<file path="src/rtl/pwm_bank_pkg.sv">
package pwm_bank_pkg;
  localparam int CNT_W   = 8;
  localparam int PRE_W   = 4;
  localparam int DATA_W  = 32;
  localparam int ADDR_W  = 8;
  localparam int RUN_BIT = 9;
  localparam logic [ADDR_W-1:0] CTRL_ADDR = 8'h50;
  localparam logic [ADDR_W-1:0] IEN_ADDR  = 8'h54;
  localparam logic [ADDR_W-1:0] CNT_ADDR  = 8'h58;
endpackage

</file>
<file path="src/rtl/pwm_bank_timebase.sv">
module pwm_bank_timebase
  import pwm_bank_pkg::*;
(
  input  logic             clk,
  input  logic             rst_n,
  input  logic             run_i,
  input  logic [PRE_W-1:0] div_i,
  output logic [CNT_W-1:0] count_o,
  output logic             wrap_o
);
  logic [PRE_W-1:0] div_q, div_d;
  logic [CNT_W-1:0] cnt_q, cnt_d;
  logic             tick;

  // >= keeps the divider from running away if the setting shrinks mid-tick
  assign tick   = (div_q >= div_i);
  assign wrap_o = run_i && tick && (cnt_q == {CNT_W{1'b1}});
  assign count_o = cnt_q;

  always_comb begin
    div_d = div_q;
    cnt_d = cnt_q;
    if (!run_i) begin
      div_d = '0;
      cnt_d = '0;
    end else if (tick) begin
      div_d = '0;
      cnt_d = cnt_q + 1'b1;
    end else begin
      div_d = div_q + 1'b1;
    end
  end

  always_ff @(posedge clk or negedge rst_n) begin
    if (!rst_n) begin
      div_q <= '0;
      cnt_q <= '0;
    end else begin
      div_q <= div_d;
      cnt_q <= cnt_d;
    end
  end

  // counter moves by at most one step per clock
  p_count_step_r1: assert property (@(posedge clk) disable iff (!rst_n)
    run_i |=> (cnt_q == $past(cnt_q)) || (cnt_q == $past(cnt_q) + 1'b1));

  // stopped means counter parked at zero one clock later
  p_stop_zero_r6: assert property (@(posedge clk) disable iff (!rst_n)
    (!run_i && $past(!run_i)) |-> (cnt_q == '0));
endmodule

</file>
<file path="src/rtl/pwm_bank_chan.sv">
module pwm_bank_chan
  import pwm_bank_pkg::*;
(
  input  logic             clk,
  input  logic             rst_n,
  input  logic             run_i,
  input  logic             wrap_i,
  input  logic [CNT_W-1:0] count_i,
  input  logic             wr_i,
  input  logic [CNT_W-1:0] wdata_i,
  output logic [CNT_W-1:0] shadow_o,
  output logic             pwm_o
);
  logic [CNT_W-1:0] shadow_q, shadow_d;
  logic [CNT_W-1:0] active_q, active_d;
  logic             load_active;

  assign load_active = !run_i || wrap_i;

  always_comb begin
    shadow_d = shadow_q;
    active_d = active_q;
    if (wr_i)        shadow_d = wdata_i;
    if (load_active) active_d = shadow_q;
  end

  always_ff @(posedge clk or negedge rst_n) begin
    if (!rst_n) begin
      shadow_q <= '0;
      active_q <= '0;
    end else begin
      shadow_q <= shadow_d;
      active_q <= active_d;
    end
  end

  assign shadow_o = shadow_q;
  assign pwm_o    = run_i && (count_i <= active_q);

  // comparator value only moves at a wrap or while stopped
  p_active_hold_r9: assert property (@(posedge clk) disable iff (!rst_n)
    (run_i && !wrap_i) |=> $stable(active_q));

  // full-scale compare never lets the output drop while running
  p_full_high_r3: assert property (@(posedge clk) disable iff (!rst_n)
    (run_i && active_q == {CNT_W{1'b1}}) |-> pwm_o);
endmodule

</file>
<file path="src/rtl/pwm_bank.sv">
module pwm_bank
  import pwm_bank_pkg::*;
#(
  parameter int NCH = 4
) (
  input  logic              clk,
  input  logic              rst_n,
  input  logic [ADDR_W-1:0] bus_addr,
  input  logic [DATA_W-1:0] bus_wdata,
  input  logic              bus_we,
  input  logic              bus_re,
  output logic [DATA_W-1:0] bus_rdata,
  output logic [NCH-1:0]    pwm_out,
  output logic              irq
);
  localparam int LAST_SLOT = 4 * (NCH - 1);

  initial begin
    assert (NCH >= 1 && NCH <= 16 && LAST_SLOT < int'(CTRL_ADDR))
      else $error("R11: channel count out of range");
  end

  logic [PRE_W-1:0] div_q, div_d;
  logic             run_q, run_d;
  logic             ien_q, ien_d;
  logic             irq_q, irq_d;
  logic [CNT_W-1:0] count;
  logic             wrap;
  logic [CNT_W-1:0] shadow [NCH];
  logic [NCH-1:0]   ch_wr;

  pwm_bank_timebase u_timebase (
    .clk     (clk),
    .rst_n   (rst_n),
    .run_i   (run_q),
    .div_i   (div_q),
    .count_o (count),
    .wrap_o  (wrap)
  );

  for (genvar g = 0; g < NCH; g++) begin : g_chan
    assign ch_wr[g] = bus_we && (bus_addr == ADDR_W'(4 * g));
    pwm_bank_chan u_chan (
      .clk      (clk),
      .rst_n    (rst_n),
      .run_i    (run_q),
      .wrap_i   (wrap),
      .count_i  (count),
      .wr_i     (ch_wr[g]),
      .wdata_i  (bus_wdata[CNT_W-1:0]),
      .shadow_o (shadow[g]),
      .pwm_o    (pwm_out[g])
    );
  end

  always_comb begin
    div_d = div_q;
    run_d = run_q;
    ien_d = ien_q;
    if (bus_we && bus_addr == CTRL_ADDR) begin
      div_d = bus_wdata[PRE_W-1:0];
      run_d = bus_wdata[RUN_BIT];
    end
    if (bus_we && bus_addr == IEN_ADDR) ien_d = bus_wdata[0];
    irq_d = ien_q && wrap;
  end

  always_ff @(posedge clk or negedge rst_n) begin
    if (!rst_n) begin
      div_q <= '0;
      run_q <= 1'b0;
      ien_q <= 1'b0;
      irq_q <= 1'b0;
    end else begin
      div_q <= div_d;
      run_q <= run_d;
      ien_q <= ien_d;
      irq_q <= irq_d;
    end
  end

  assign irq = irq_q;

  always_comb begin
    bus_rdata = '0;
    if (bus_re) begin
      if (bus_addr == CTRL_ADDR) begin
        bus_rdata[PRE_W-1:0] = div_q;
        bus_rdata[RUN_BIT]   = run_q;
      end
      if (bus_addr == IEN_ADDR) bus_rdata[0] = ien_q;
      if (bus_addr == CNT_ADDR) bus_rdata[CNT_W-1:0] = count;
      for (int i = 0; i < NCH; i++) begin
        if (bus_addr == ADDR_W'(4 * i)) bus_rdata[CNT_W-1:0] = shadow[i];
      end
    end
  end

  // nothing drives high while stopped
  p_off_low_r6: assert property (@(posedge clk) disable iff (!rst_n)
    !run_q |-> (pwm_out == '0));

  // interrupt is a single-clock pulse
  p_irq_single_r7: assert property (@(posedge clk) disable iff (!rst_n)
    irq |=> !irq);

  // interrupt coincides with the counter showing zero
  p_irq_at_zero_r7: assert property (@(posedge clk) disable iff (!rst_n)
    irq |-> (count == '0));

  // idle read port returns zero
  p_idle_read_r10: assert property (@(posedge clk) disable iff (!rst_n)
    !bus_re |-> (bus_rdata == '0));
endmodule

</file>
<file path="config.mk">
export PLATFORM = sky130hd
export DESIGN_NAME = pwm_bank
export DESIGN_NICKNAME = d
export VERILOG_FILES = /design/src/rtl/pwm_bank_pkg.sv /design/src/rtl/pwm_bank_timebase.sv /design/src/rtl/pwm_bank_chan.sv /design/src/rtl/pwm_bank.sv
export SDC_FILE = /design/constraint.sdc
export NUM_CORES = 1
export LEC_CHECK = 0
export BUFFER_PORTS_ARGS = -buffer_cell sky130_fd_sc_hd__buf_2
export CAP_MARGIN = 20
export CORE_ASPECT_RATIO = 1.1
export CORE_UTILIZATION = 30
export CTS_BUF_LIST = sky130_fd_sc_hd__clkbuf_4 sky130_fd_sc_hd__clkbuf_8 sky130_fd_sc_hd__clkbuf_16
export DETAILED_ROUTE_END_ITERATION = 16
export GPL_TIMING_DRIVEN = 0
export PLACE_DENSITY = 0.56
export SLEW_MARGIN = 20
export SYNTH_ARGS = -nofsm -noshare
export SYNTH_HDL_FRONTEND = slang
export SYNTH_SLANG_ARGS = --single-unit
</file>
<file path="constraint.sdc">
create_clock -name clk -period 5.6 [get_ports clk]
set_clock_uncertainty 0.15 [all_clocks]
set_input_delay 1.12 -clock clk [delete_from_list [all_inputs] [get_ports clk]]
set_output_delay 1.12 -clock clk [all_outputs]
set_load 0.05 [all_outputs]
</file>
==> results.toml <==
[place]
placed_area_mm2 = 0.00548
dp_hpwl_um = 9330
dpl_worst_slack_ps = 1170
port_buffers = 33
gp_congestion = 0.824
placed_cells = 713

[critical_path]
cp_max_fo = 10
endpoint_kind = "output port"
cp_data_required_time_ps = 4330
worstSetupPathType = "primary input to output port"
cp.arrival_ps = 3120
cp-start-kind = "primary input"

[power]
p_leak_nw = 2.86
powerDensity_mw_per_mm2 = 266
ir_worst_vdd_mv = 0.205

[clocking]
cts_max_path_buffers = 2
cts_sinks = 83
cts_setup_buffers = 0
cts-root-buf = "clkbuf_16"
cts_hold_buf = 0
cts_tree = "yes"
clk_latency_ps = 340
path_clk_slew_ps = 60
htree_num_levels = 3
ctsResizeCount = 0
cts_buffers = 9

[global_routing]
grt_antenna_before_repair = 0
first_global_vias = 3677
grt_pass1_wl_um = 20000
grt_usage_pct = 15.3
grt_overflow = 0
grt_max_degree = 46

[die]
placeableCoreArea_mm2 = 0.0159
start_util_pct = 31.1
io_pins = 81
dieArea_mm2 = 0.0170
row_count = 48
die_w_um = 124
die_h_um = 137

[logic_synthesis]
ys_ff_latch = 83
synth_area_per_cell_um2 = 10.8
yosys-top-cells-area = "dfrtp_1, mux2_2, ha_1"
synth_edf_count = 0
ys_seq_area_share_pct = 42.0
async_flop_share_pct = 100
synth_cells = 457
ys_types = 52
synth-main-ff-cell = "dfrtp_1"
yosys.area.top_type = "dfrtp_1"
synth-warning-count = 0
synth_top_area_share_pct = 42.0
synth_area_mm2 = 0.00495

[layout]
final_cell_mix = "dfrtp_1, mux2_2, ha_1"
multi_input_area_mm2 = 0.00254
drive_above_1_share_pct = 30.6
nNetsFinal = 606
seqCellArea_mm2 = 0.00208
fill_cells = 1567
num_antenna_cells = 0
syn2layout_area_growth_pct = 17.7
fin_cells = 729
fin_area_mm2 = 0.00583
final_common_cell = "dfrtp_1"

[detailed_routing]
drcViolationCount = 0
drt-wirelength-per-cell_um = 17.1
dr.pass1.iters = 5
wl_um = 12400
antenna_left = 0
drt_iter0_drc = 234
viasPerCell = 4.98
via_count = 3628

[timing]
setup_viol = 0
maxSlewHeadroom_pct = 64.0
final.setup.tns_ps = 0
fin_ws_ps = 1210
min_period_ps = 4390
fmax_mhz = 228
tightest_slew_ps = 534
final_hold_viol_count = 0
post-route-period-util_pct = 78.4
rsz0062_at_grt = "false"
maxSlewViolCount = 0

[job]
cap_violations = 0

[min_path]
min_path_type = "register to register"

[run_status]
status = "finished clean"
==> synthesized netlist by cell type, types with 2 or more instances <==
cell type	instances
a2111oi_0	2
mux2i_1	4
nor4b_1	2
nand2b_1	3
a21boi_0	2
nand4_1	10
nand2_1	23
a221o_1	4
a21oi_1	18
inv_1	33
o21ai_0	27
nor2b_1	6
or4_1	2
ha_1	38
xor2_1	5
nor2_1	19
or3_1	2
a21o_1	6
o211ai_1	2
dfrtp_1	83
nand3b_1	2
nor3_1	9
clkbuf_1	6
o311ai_0	2
and2_1	6
o21a_1	3
xnor2_1	2
nand3_1	9
buf_6	4
mux2_2	72
buf_4	29
o21bai_1	2
==> routing by layer <==
metal  GRT usage (%)  share of wire (%)  routed length (µm)
met1            18.7                 44                5470
met2            26.7                 50                6270
met3            2.97                3.6                 450
met4            5.69                1.9                 242
met5               0                  0                   0
==> layout make-up <==
class / count / area share, %
clock inverters: 6 / 1.91
inverters: 33 / 2.13
multi-input cells: 322 / 43.5
plain buffers: 41 / 5.05
clock buffers: 10 / 4.10
repair buffers: 34 / 3.35
flip-flops and latches: 83 / 35.6
well taps: 200 / 4.29
==> worst paths after layout <==
path | from | to | slack, ps | cells past startpoint
hold / removal | u_timebase.div_q[0] | u_timebase.div_q[0] | 340 | 1
max in group asynchronous | rst_n | g_chan[0].u_chan.shadow_o[4] | 4070 | 2
setup / recovery | bus_addr[5] | bus_rdata[4] | 1210 | 9
min in group asynchronous | rst_n | u_timebase.div_q[0] | 610 | 1
hold reg to reg | u_timebase.div_q[0] | u_timebase.div_q[0] | 340 | 1
setup reg to reg | u_timebase.div_q[0] | g_chan[2].u_chan.active_q[7] | 3070 | 9
==> worst max-delay path, cell delays in order <==
cell	delay, ps
buf_2	120
or4_1	500
buf_2	200
nor3_4	150
buf_6	180
and2_1	190
o21ai_0	100
a21oi_1	240
buf_2	300
==> cell families (layout without fill, tap and decap cells) <==
family	after synthesis	count (layout)	share of synthesized area (%)
xor+xnor	7	7	1.24
simple gates	103	103	11.4
buf+inv	74	124	8.44
mux	77	77	17.4
other cells	1	23	0.0758
fa+ha+maj	38	38	9.61
flops	83	83	42.0
compound gates	74	74	9.86
==> flip-flops by register name, indices dropped and copies added, names as in the netlist <==
| signal | count |
|---|---|
| g_chan.u_chan.active_q | 32 |
| g_chan.u_chan.shadow_o | 32 |
| u_timebase.count_o | 8 |
| div_q | 4 |
| u_timebase.div_q | 4 |
| ien_q | 1 |
| irq | 1 |
| run_q | 1 |
==> stage by stage <==
stage | hold slack [ps] | utilization [%] | total power, W
5_1_grt | 377 | 36.6 | 0.00161
3_3_place_gp | 324 | 34.2 | 0.000855
2_1_floorplan | 301 | - | 0.000799
4_1_cts | 344 | 36.6 | 0.00156
6_report | 339 | 36.6 | 0.00155
3_5_place_dp | 335 | 34.4 | 0.000864
==> power breakdown <==
part	internal, W	switching (W)	total, W
combinational	0.0000791	0.000130	0.000209
sequential	0.000625	0.0000186	0.000644
clock	0.000449	0.000251	0.000699
Note: power is estimated with default switching activity, not from simulation.
